--- src/rtl/lcd_tg_pkg.sv ---
package lcd_tg_pkg;
  localparam int ADDR_W = 3;
  localparam int NF     = 8;
  localparam int HI_LSB = 16;

  typedef enum logic [ADDR_W-1:0] {
    A_CFG = 3'd0, A_HSYNC = 3'd1, A_VSYNC = 3'd2,
    A_TOTAL = 3'd3, A_HDISP = 3'd4, A_VDISP = 3'd5
  } reg_addr_e;

  // field slots in the shadow/active arrays
  localparam int F_HSE = 0, F_VSE = 1, F_HT = 2, F_VT = 3;
  localparam int F_HDS = 4, F_HDE = 5, F_VDS = 6, F_VDE = 7;

  // config word bit positions
  localparam int B_VLOW = 8, B_DELOW = 9, B_PFALL = 10, B_HLOW = 11;
  // compacted config slots
  localparam int C_HLOW = 0, C_VLOW = 1, C_DELOW = 2, C_PFALL = 3;
endpackage

--- src/rtl/lcd_tg_regs.sv ---
module lcd_tg_regs
  import lcd_tg_pkg::*;
#(
  parameter int CW = 10,
  parameter int DW = 32
) (
  input  logic                   clk_i,
  input  logic                   rst_ni,
  input  logic                   wr_en_i,
  input  logic [ADDR_W-1:0]      wr_addr_i,
  input  logic [DW-1:0]          wr_data_i,
  input  logic                   load_i,
  output logic [NF-1:0][CW-1:0]  fld_o,
  output logic [3:0]             cfg_o
);
  logic [NF-1:0][CW-1:0] sh_q, act_q;
  logic [3:0]            shc_q, actc_q;
  logic [CW-1:0]         hi, lo;
  logic                  unused_data;

  assign hi          = wr_data_i[HI_LSB +: CW];
  assign lo          = wr_data_i[0 +: CW];
  assign unused_data = ^wr_data_i;

  always_ff @(posedge clk_i or negedge rst_ni) begin
    if (!rst_ni) begin
      sh_q  <= '0;
      shc_q <= '0;
    end else if (wr_en_i) begin
      case (reg_addr_e'(wr_addr_i))
        A_CFG:   shc_q <= {wr_data_i[B_PFALL], wr_data_i[B_DELOW],
                           wr_data_i[B_VLOW], wr_data_i[B_HLOW]};
        A_HSYNC: sh_q[F_HSE] <= lo;
        A_VSYNC: sh_q[F_VSE] <= lo;
        A_TOTAL: begin sh_q[F_HT] <= hi; sh_q[F_VT] <= lo; end
        A_HDISP: begin sh_q[F_HDS] <= hi; sh_q[F_HDE] <= lo; end
        A_VDISP: begin sh_q[F_VDS] <= hi; sh_q[F_VDE] <= lo; end
        default: ;
      endcase
    end
  end

  always_ff @(posedge clk_i or negedge rst_ni) begin
    if (!rst_ni) begin
      act_q  <= '0;
      actc_q <= '0;
    end else if (load_i) begin
      act_q  <= sh_q;
      actc_q <= shc_q;
    end
  end

  assign fld_o = act_q;
  assign cfg_o = actc_q;


  active_hold_chk: assert property (@(posedge clk_i) disable iff (!rst_ni)
    !load_i |=> ($stable(act_q) && $stable(actc_q)));
endmodule

--- src/rtl/lcd_tg_axis.sv ---
module lcd_tg_axis #(
  parameter int CW = 10
) (
  input  logic          clk_i,
  input  logic          rst_ni,
  input  logic          adv_i,
  input  logic [CW-1:0] total_i,
  output logic [CW-1:0] cnt_o,
  output logic          wrap_o
);
  logic [CW-1:0] cnt_q;
  logic [CW:0]   nxt;

  assign nxt    = {1'b0, cnt_q} + (CW+1)'(1);
  assign wrap_o = adv_i && (nxt >= {1'b0, total_i});

  always_ff @(posedge clk_i or negedge rst_ni) begin
    if (!rst_ni)     cnt_q <= '0;
    else if (wrap_o) cnt_q <= '0;
    else if (adv_i)  cnt_q <= nxt[CW-1:0];
  end

  assign cnt_o = cnt_q;


  cnt_step_chk: assert property (@(posedge clk_i) disable iff (!rst_ni)
    (adv_i && !wrap_o) |=> (cnt_o == $past(cnt_o) + CW'(1)));

  cnt_wrap_chk: assert property (@(posedge clk_i) disable iff (!rst_ni)
    wrap_o |=> (cnt_o == '0));

  cnt_hold_chk: assert property (@(posedge clk_i) disable iff (!rst_ni)
    !adv_i |=> $stable(cnt_o));

  cnt_bound_chk: assert property (@(posedge clk_i) disable iff (!rst_ni)
    (cnt_o == '0) || (cnt_o < total_i));
endmodule

--- src/rtl/lcd_tg_window.sv ---
module lcd_tg_window #(
  parameter int CW = 10
) (
  input  logic [CW-1:0] pos_i,
  input  logic [CW-1:0] start_i,
  input  logic [CW-1:0] end_i,
  output logic          in_o
);
  // start inclusive, end exclusive
  assign in_o = (pos_i >= start_i) && (pos_i < end_i);
endmodule

--- src/rtl/lcd_timing_gen.sv ---
module lcd_timing_gen
  import lcd_tg_pkg::*;
#(
  parameter int CW = 10,
  parameter int DW = 32
) (
  input  logic              clk_i,
  input  logic              rst_ni,
  input  logic              wr_en_i,
  input  logic [ADDR_W-1:0] wr_addr_i,
  input  logic [DW-1:0]     wr_data_i,
  output logic              hsync_o,
  output logic              vsync_o,
  output logic              de_o,
  output logic              pclk_fall_o,
  output logic [CW-1:0]     hcnt_o,
  output logic [CW-1:0]     vcnt_o,
  output logic              line_o,
  output logic              frame_o
);
  localparam int NW = 4;

  logic [NF-1:0][CW-1:0] fld;
  logic [3:0]            cfg;
  logic [CW-1:0]         hcnt, vcnt;
  logic                  h_wrap, v_wrap;
  logic [NW-1:0][CW-1:0] w_pos, w_lo, w_hi;
  logic [NW-1:0]         w_in;

  lcd_tg_regs #(.CW(CW), .DW(DW)) u_regs (
    .clk_i, .rst_ni, .wr_en_i, .wr_addr_i, .wr_data_i,
    .load_i(frame_o), .fld_o(fld), .cfg_o(cfg)
  );

  lcd_tg_axis #(.CW(CW)) u_h (
    .clk_i, .rst_ni, .adv_i(1'b1), .total_i(fld[F_HT]),
    .cnt_o(hcnt), .wrap_o(h_wrap)
  );

  lcd_tg_axis #(.CW(CW)) u_v (
    .clk_i, .rst_ni, .adv_i(h_wrap), .total_i(fld[F_VT]),
    .cnt_o(vcnt), .wrap_o(v_wrap)
  );

  // 0 hsync, 1 vsync, 2 h display, 3 v display
  always_comb begin
    w_pos[0] = hcnt; w_lo[0] = '0;         w_hi[0] = fld[F_HSE];
    w_pos[1] = vcnt; w_lo[1] = '0;         w_hi[1] = fld[F_VSE];
    w_pos[2] = hcnt; w_lo[2] = fld[F_HDS]; w_hi[2] = fld[F_HDE];
    w_pos[3] = vcnt; w_lo[3] = fld[F_VDS]; w_hi[3] = fld[F_VDE];
  end

  for (genvar i = 0; i < NW; i++) begin : g_win
    lcd_tg_window #(.CW(CW)) u_win (
      .pos_i(w_pos[i]), .start_i(w_lo[i]), .end_i(w_hi[i]), .in_o(w_in[i])
    );
  end

  assign hsync_o     = w_in[0] ^ cfg[C_HLOW];
  assign vsync_o     = w_in[1] ^ cfg[C_VLOW];
  assign de_o        = (w_in[2] & w_in[3]) ^ cfg[C_DELOW];
  assign pclk_fall_o = cfg[C_PFALL];
  assign hcnt_o      = hcnt;
  assign vcnt_o      = vcnt;
  assign line_o      = h_wrap;
  assign frame_o     = v_wrap;


  frame_restart_chk: assert property (@(posedge clk_i) disable iff (!rst_ni)
    frame_o |=> (hcnt_o == '0 && vcnt_o == '0));

  hsync_lead_chk: assert property (@(posedge clk_i) disable iff (!rst_ni)
    (hcnt_o == '0 && fld[F_HSE] != '0) |-> (hsync_o == !cfg[C_HLOW]));

  pclk_edge_chk: assert property (@(posedge clk_i) disable iff (!rst_ni)
    !frame_o |=> $stable(pclk_fall_o));

  line_inc_chk: assert property (@(posedge clk_i) disable iff (!rst_ni)
    (line_o && !frame_o) |=> (hcnt_o == '0 && vcnt_o == $past(vcnt_o) + CW'(1)));
endmodule

--- config.mk ---
export PLATFORM = sky130hd
export DESIGN_NAME = lcd_timing_gen
export DESIGN_NICKNAME = d
export VERILOG_FILES = /design/src/rtl/lcd_tg_pkg.sv /design/src/rtl/lcd_tg_regs.sv /design/src/rtl/lcd_tg_axis.sv /design/src/rtl/lcd_tg_window.sv /design/src/rtl/lcd_timing_gen.sv
export SDC_FILE = /design/constraint.sdc
export NUM_CORES = 1
export LEC_CHECK = 0
export BUFFER_PORTS_ARGS = -buffer_cell sky130_fd_sc_hd__buf_2
export CAP_MARGIN = 20
export CORE_AREA = 2 2 147 149
export CTS_BUF_LIST = sky130_fd_sc_hd__clkbuf_4
export CTS_CLUSTER_DIAMETER = 30
export DETAILED_ROUTE_END_ITERATION = 8
export DIE_AREA = 0 0 149 151
export PLACE_DENSITY_LB_ADDON = 0.3
export RECOVER_POWER = 100
export SYNTH_ARGS = -nofsm -noshare
export SYNTH_HDL_FRONTEND = slang
export SYNTH_SLANG_ARGS = --single-unit
--- constraint.sdc ---
create_clock -name clk_i -period 7.5 [get_ports clk_i]
set_clock_uncertainty 0.1 [all_clocks]
set_input_delay 1.125 -clock clk_i [delete_from_list [all_inputs] [get_ports clk_i]]
set_output_delay 1.125 -clock clk_i [all_outputs]
set_load 0.005 [all_outputs]
==> reports/metrics.csv, run 1 <==
metric,value,unit
quantity of hold-fixing buffers added after cts,0,
drt total wl,18760,µm
status,finished with violations,
violated checks,"capacitance limit, slew limit",
H-tree lvl count,4,
Total Routing Usage GR,18.03,%
Hold/Removal Path Class,flip-flop to flip-flop,
Syn Inst Count,728,
Netlist cell types,48,
vias in the first global route,5725,
site row count,53,
area added between synthesis and finish,9.078,%
peak fanout along the critical path,18,
area share of the leading cell type in the synthesized netlist,51.02,%
Worst Setup End Kind,output port,
detailed-route via count,5572,
final-report hold violation count,0,
remaining global-route overflow,0,
Ys Warns,0,
number of placed cells counting well taps,1045,
setup repair bufs after CTS,0,
Initial Utilization,44.28,%
CP Launch Type,flip-flop,
library cell occupying the most area in the post-synthesis netlist,dfrtp_1,
"antenna viol nets, final",0,
count of unresolved DRC violations after routing,0,
worst vdd ir,0.0001026,V
transition time of the tightest slew-check pin,3949,ps
core box area,20820,µm²
cell type group with the largest total delay on the critical path,buffers and inverters,
synthesized cell area,9220,µm²
RSZ-0062 raised after global routing,false,
standard cell with the maximum stage delay on the critical path,clkbuf_1,
total power,3.135,mW
Max Freq,164.8,MHz
Final Non-Filler Cells,1079,
# port buffers,53,
Die Span Y,151,µm
iteration count of the initial detailed-routing pass,5,
synthesized net count,844,
cell-by-cell listing of the critical path,ha_1 > nand2_1 > nor2_1 > xor2_1 > ha_1 > a21o_1 > a221oi_1 > o21ai_0 > a31oi_1 > clkbuf_1 > clkinv_1 > clkbuf_1,
final setup TNS,0,ps
final routed wire length divided by cell count,17.38,µm
pwr dens,311.7,nW/µm²
fraction of the mapped netlist area in adder cells,10.58,%
Vias/cell,5.164,
period utilization,80.92,%
leakage component of the power,4.787,nW
"commonest non-fill, non-tap cell in the layout",dfrtp_1,
most used cells in the layout excluding fill and tap cells,"dfrtp_1, mux2_2, inv_1",
dpl hpwl,12870,µm
total die area,22500,µm²
share of the synthesized netlist area taken by xor and xnor gates,1.805,%
clock slew at the register clock pins of the worst setup and hold paths,150,ps
WP data arrival,4840,ps
"Req. time, crit path",6270,ps
Die X,149,µm
utilization of the core after routing,48.30,%
Setup-failing EPs final,0,
final hold slack,400.2,ps
wire length of the first global-routing pass,31180,µm
combined buffer and inverter count along the critical path,3,
main combinational cell family by area after synthesis,multiplexers,
share of cell area taken by muxes after synthesis,20.84,%
total CTS buffers,17,
critical path start-end classification,flip-flop to output port,
average cell area after synthesis,12.66,µm²
simple logic cell fraction of the synthesized area,5.767,%
antenna violations before repair,1,
cell types with the largest area share after synthesis,"dfrtp_1, mux2_2, ha_1",
First DRT Iteration DRCs,265,
final worst path period need,6069,ps
number of instances resized during post-cts repair,0,
TritonCTS sink count,188,
clock latency at the later pin of the worst-skew pair,560,ps
number of synthesized register bits,188,
Final Slew Violations,97,
final weighted congestion in routability-driven placement,0.7917,
largest stage delay on the critical path,750,ps
ratio of cells with drive above 1 in the final layout,22.67,%
maximum root-to-sink buffer count,2,
Rel. slew slack,-163.3,%
root buffer cell,clkbuf_4,
number of enable-type register cells in the synthesized netlist,0,
"Seq/Total Area, Yosys",51.02,%
Max-Cap Viols,2,
io pins,64,
maximum number of pins on one net before global-route repair,115,
Compound-Gate Fraction of Synth Area,5.252,%
dominant register cell in the synthesized netlist,dfrtp_1,
TritonCTS clock tree,built,
final layout net count,906,
async set-reset flop share out of synthesis,100.0,%
==> final timing paths <==
check                                                 from                      endpoint  slack, ps  cells past startpoint
worst max-delay path                u_h.cnt_o[0]$_DFF_PN0_                        line_o       1430                     12
worst min-delay path            u_regs.sh_q[9]$_DFFE_PN0P_   u_regs.fld_o[9]$_DFFE_PN0P_        400                      1
worst max register to register      u_h.cnt_o[0]$_DFF_PN0_  u_regs.fld_o[59]$_DFFE_PN0P_       1780                     13
worst min register to register  u_regs.sh_q[9]$_DFFE_PN0P_   u_regs.fld_o[9]$_DFFE_PN0P_        400                      1
max in group asynchronous                           rst_ni  u_regs.fld_o[41]$_DFFE_PN0P_       2530                      2
min in group asynchronous                           rst_ni   u_regs.sh_q[71]$_DFFE_PN0P_        550                      1
==> Yosys cell counts (all sizes together), types with 2 or more instances <==
| cell type | number |
|---|---|
| o21ai | 19 |
| a32oi | 2 |
| o2111ai | 2 |
| o31ai | 2 |
| and2 | 10 |
| mux2i | 3 |
| nor2b | 6 |
| xor2 | 11 |
| buf | 9 |
| a31oi | 8 |
| a211oi | 6 |
| nor2 | 11 |
| nand4 | 7 |
| ha | 78 |
| a21oi | 13 |
| nor4 | 3 |
| o211ai | 2 |
| a221oi | 2 |
| xnor2 | 8 |
| clkbuf | 11 |
| nand2b | 5 |
| or4 | 3 |
| nand3 | 18 |
| dfrtp | 188 |
| mux2 | 168 |
| nor3 | 5 |
| o21a | 2 |
| a21o | 8 |
| and4 | 2 |
| and3 | 8 |
| inv | 82 |
| nand2 | 15 |
==> logic make-up after synthesis <==
| family | after synthesis |
|---|---|
| simple gates | 96 |
| fa+ha+maj | 78 |
| xor+xnor | 19 |
| buf+inv | 103 |
| compound gates | 73 |
| flops | 188 |
| mux | 171 |
==> state kept, by name (all words and copies together) (netlist names) <==
signal / count
u_regs.fld_o: 80
u_h.cnt_o: 10
u_v.cnt_o: 10
u_regs.shc_q: 4
u_regs.cfg_o: 4
u_regs.sh_q: 80
==> metal layers <==
layer	share of wire [%]	track usage, %	vias to the layer above
met4	0.76	4.000	0
met3	2.2	3.404	10
met2	46	28.46	51
met1	51	25.97	2817
met5	0	0	-
li1	-	-	2694
==> layout make-up <==
cell class | instances | area (µm²)
inverter | 83 | 311.5
multi-input combinational | 437 | 4076
fill | 1940 | 10770
timing repair buffer | 63 | 294.0
clock inverter | 15 | 196.4
clock buffer | 17 | 127.6
antenna | 1 | 2.502
tap | 275 | 344.1
sequential | 188 | 4705
==> per-stage QoR <==
step                worst slack [ps]  instance area [µm²]
finish                          1431                10060
global route                    1082                10060
CTS                             2050                10120
detailed placement              2712                 9801
global placement                2756                 9801
floorplan                       3727                 9220
==> where the power goes <==
group          internal, mW  leakage [nW]  switching (mW)
Sequential             1.31          2.36           0.202
Combinational         0.499          2.28           0.516
Clock                 0.263         0.154           0.344
Total                  2.07          4.79            1.06
Power figures use the tool's default switching activity.
==> run 2: changes to the inputs <==
--- a/config.mk
+++ b/config.mk
@@ -5,13 +5,14 @@
 export SDC_FILE = /design/constraint.sdc
 export NUM_CORES = 1
 export LEC_CHECK = 0
+export ABC_AREA = 1
 export BUFFER_PORTS_ARGS = -buffer_cell sky130_fd_sc_hd__buf_2
 export CAP_MARGIN = 20
-export CORE_AREA = 2 2 147 149
+export CORE_AREA = 2 2 149 151
 export CTS_BUF_LIST = sky130_fd_sc_hd__clkbuf_4
 export CTS_CLUSTER_DIAMETER = 30
 export DETAILED_ROUTE_END_ITERATION = 8
-export DIE_AREA = 0 0 149 151
+export DIE_AREA = 0 0 151 153
 export PLACE_DENSITY_LB_ADDON = 0.3
 export RECOVER_POWER = 100
 export SYNTH_ARGS = -nofsm -noshare
==> constraint.sdc (replaced) <==
create_clock -name clk_i -period 5.7 [get_ports clk_i]
set_clock_uncertainty 0.1 [all_clocks]
set_input_delay 0.855 -clock clk_i [delete_from_list [all_inputs] [get_ports clk_i]]
set_output_delay 0.855 -clock clk_i [all_outputs]
set_load 0.005 [all_outputs]
==> reports/metrics.csv, run 2 <==
metric,value,unit
period utilization,83.98,%
TritonCTS clock tree,built,
most frequently used cell type in the post-synthesis netlist,nand2_1,
setup repair bufs after CTS,0,
Commonest cells post-synth,"nand2_1, dfrtp_1, inv_1",
clock share of power,15.7,%
pwr dens,485.8,nW/µm²
First DRT Iteration DRCs,490,
final routed wire length divided by cell count,15.24,µm
"commonest non-fill, non-tap cell in the layout",nand2_1,
synthesized net count,1245,
most used cells in the layout excluding fill and tap cells,"nand2_1, dfrtp_1, inv_1",
Setup-failing EPs final,0,
ratio of cells with drive above 1 in the final layout,7.392,%
Compound-Gate Fraction of Synth Area,7.319,%
RSZ-0062 raised after global routing,false,
maximum number of pins on one net before global-route repair,100,
Final Slew Violations,302,
critical path start-end classification,flip-flop to flip-flop,
Switching Fraction,45.54,%
Rel. slew slack,-68.54,%
share of the synthesized netlist area taken by xor and xnor gates,1.200,%
cell types with the largest area share after synthesis,"dfrtp_1, nand2_1, ha_1",
average cell area after synthesis,8.404,µm²
status,finished with violations,
share of cell area taken by muxes after synthesis,0.2374,%
"antenna viol nets, final",0,
peak fanout along the critical path,85,
clock latency at the later pin of the worst-skew pair,600,ps
NetSw,2.251,mW
maximum root-to-sink buffer count,2,
main combinational cell family by area after synthesis,simple AND/OR/NAND/NOR gates,
total CTS buffers,17,
total die area,23100,µm²
leakage component of the power,5.603,nW
root buffer cell,clkbuf_4,
Final WS setup,913.2,ps
TritonCTS sink count,188,
detailed-route via count,7313,
Ys Warns,0,
Vias/cell,5.016,
area added between synthesis and finish,7.240,%
final setup TNS,0,ps
dpl hpwl,14430,µm
drt total wl,22220,µm
Initial Utilization,44.16,%
final worst path period need,4787,ps
antenna violations before repair,1,
vias in the first global route,6994,
Total Routing Usage GR,20.61,%
pre-CTS setup slack,1727,ps
number of instances resized during post-cts repair,0,
dominant register cell in the synthesized netlist,dfrtp_1,
io pins,64,
Die Span Y,153,µm
remaining global-route overflow,0,
Max-Cap Viols,6,
Hold/Removal Path Class,primary input to asynchronous set/reset pin,
async set-reset flop share out of synthesis,100.0,%
number of synthesized register bits,188,
WP data arrival,5220,ps
violated checks,"capacitance limit, slew limit",
final-report hold violation count,0,
fraction of the mapped netlist area in adder cells,10.29,%
core box area,21490,µm²
"Req. time, crit path",6140,ps
synthesized cell area,9488,µm²
iteration count of the initial detailed-routing pass,5,
number of enable-type register cells in the synthesized netlist,0,
area share of the leading cell type in the synthesized netlist,49.58,%
CP Launch Type,flip-flop,
count of unresolved DRC violations after routing,0,
clock slew at the register clock pins of the worst setup and hold paths,160,ps
Netlist cell types,32,
simple logic cell fraction of the synthesized area,23.26,%
worst vdd ir,0.0003678,V
library cell occupying the most area in the post-synthesis netlist,dfrtp_1,
site row count,54,
logic gate share of total power,42.8,%
# port buffers,53,
Die X,151,µm
final layout net count,1280,
quantity of hold-fixing buffers added after cts,0,
Flop pwr share,41.4,%
final weighted congestion in routability-driven placement,0.8091,
"Seq/Total Area, Yosys",49.58,%
Internal Dissipation,2.692,mW
wire length of the first global-routing pass,36920,µm
Worst Setup End Kind,flip-flop,
Max Freq,208.9,MHz
H-tree lvl count,4,
transition time of the tightest slew-check pin,2528,ps
Syn Inst Count,1129,
[run 2: metal layers]
metal	GRT usage [%]	share of wire, %	up-vias
li1	-	-	3679
met1	28.42	46	3476
met2	33.92	48	137
met3	3.642	4.5	21
met4	4.851	1.4	0
met5	0	0	-
[run 2: metrics by stage]
step | area [µm²] | util [%] | power [mW] | std cells | hold WS, ps
3_5_place_dp | 9921 | 46.17 | 4.247 | 1425 | 356.6
5_1_grt | 10170 | 47.36 | 5.445 | 1458 | 258.3
2_1_floorplan | 9488 | - | 3.685 | 1129 | 336.4
3_3_place_gp | 9921 | 46.17 | 4.199 | 1425 | 351.3
6_report | 10170 | 47.36 | 4.943 | 1458 | 239.3
4_1_cts | 10220 | 47.57 | 5.024 | 1457 | 233.8
[run 2: worst paths after layout]
| kind | startpoint | endpoint | slack (ps) | depth (start not counted) |
|---|---|---|---|---|
| min reg2reg | u_regs.fld_o[75]$_DFFE_PN0P_ | u_regs.fld_o[75]$_DFFE_PN0P_ | 390 | 2 |
| min in group clk_i | wr_data_i[11] | u_regs.shc_q[0]$_DFFE_PN0P_ | 370 | 2 |
| max in group asynchronous | rst_ni | u_regs.fld_o[28]$_DFFE_PN0P_ | 2410 | 2 |
| min | rst_ni | u_regs.fld_o[74]$_DFFE_PN0P_ | 240 | 1 |
| max | u_v.cnt_o[1]$_DFFE_PN0P_ | u_v.cnt_o[2]$_DFFE_PN0P_ | 910 | 17 |
| max reg2reg | u_v.cnt_o[1]$_DFFE_PN0P_ | u_v.cnt_o[2]$_DFFE_PN0P_ | 910 | 17 |
[run 2: critical path, stage by stage (launching register included)]
cell and delay, ps:
dfrtp_1 570, ha_1 250, nand3_1 150, nor3_2 260, nand3_1 140, xor2_1 170, inv_1 70, ha_1 300
nand3_1 80, nor2_1 40, nand2_1 50, nand2_1 40, a21oi_1 150, nand3_2 150, clkbuf_2 1010, nor2_1 970
nand2_1 120, nand2_1 90
[run 2: kinds of logic (layout without fill, tap and decap cells)]
| family | count (synthesis) | in the layout |
|---|---|---|
| and+or+nand+nor | 533 | 533 |
| DFF | 188 | 188 |
| buffers and inverters | 183 | 231 |
| AOI/OAI and AO/OA | 132 | 132 |
| adders and majority gates | 78 | 78 |
| xor gates and xnor gates | 13 | 13 |
| muxes | 2 | 2 |
| other | 0 | 1 |
[run 2: area by class of cell]
| class | instances | area, µm² |
|---|---|---|
| inverter | 138 | 518.0 |
| multi-input combinational | 758 | 3999 |
| sequential | 188 | 4705 |
| fill | 2151 | 11310 |
| tap | 280 | 350.3 |
| antenna | 1 | 2.502 |
| clock buffer | 17 | 127.6 |
| timing repair buffer | 61 | 300.3 |
| clock inverter | 15 | 172.7 |
[run 2: power by group through the flow]
stage               Combinational (mW)  Clock, mW  Sequential, mW
floorplan                         1.71          0            1.97
global placement                  2.14          0            2.06
detailed placement                2.18          0            2.07
CTS                               2.19      0.794            2.04
global route                      2.50      0.846            2.10
finish                            2.12      0.778            2.05
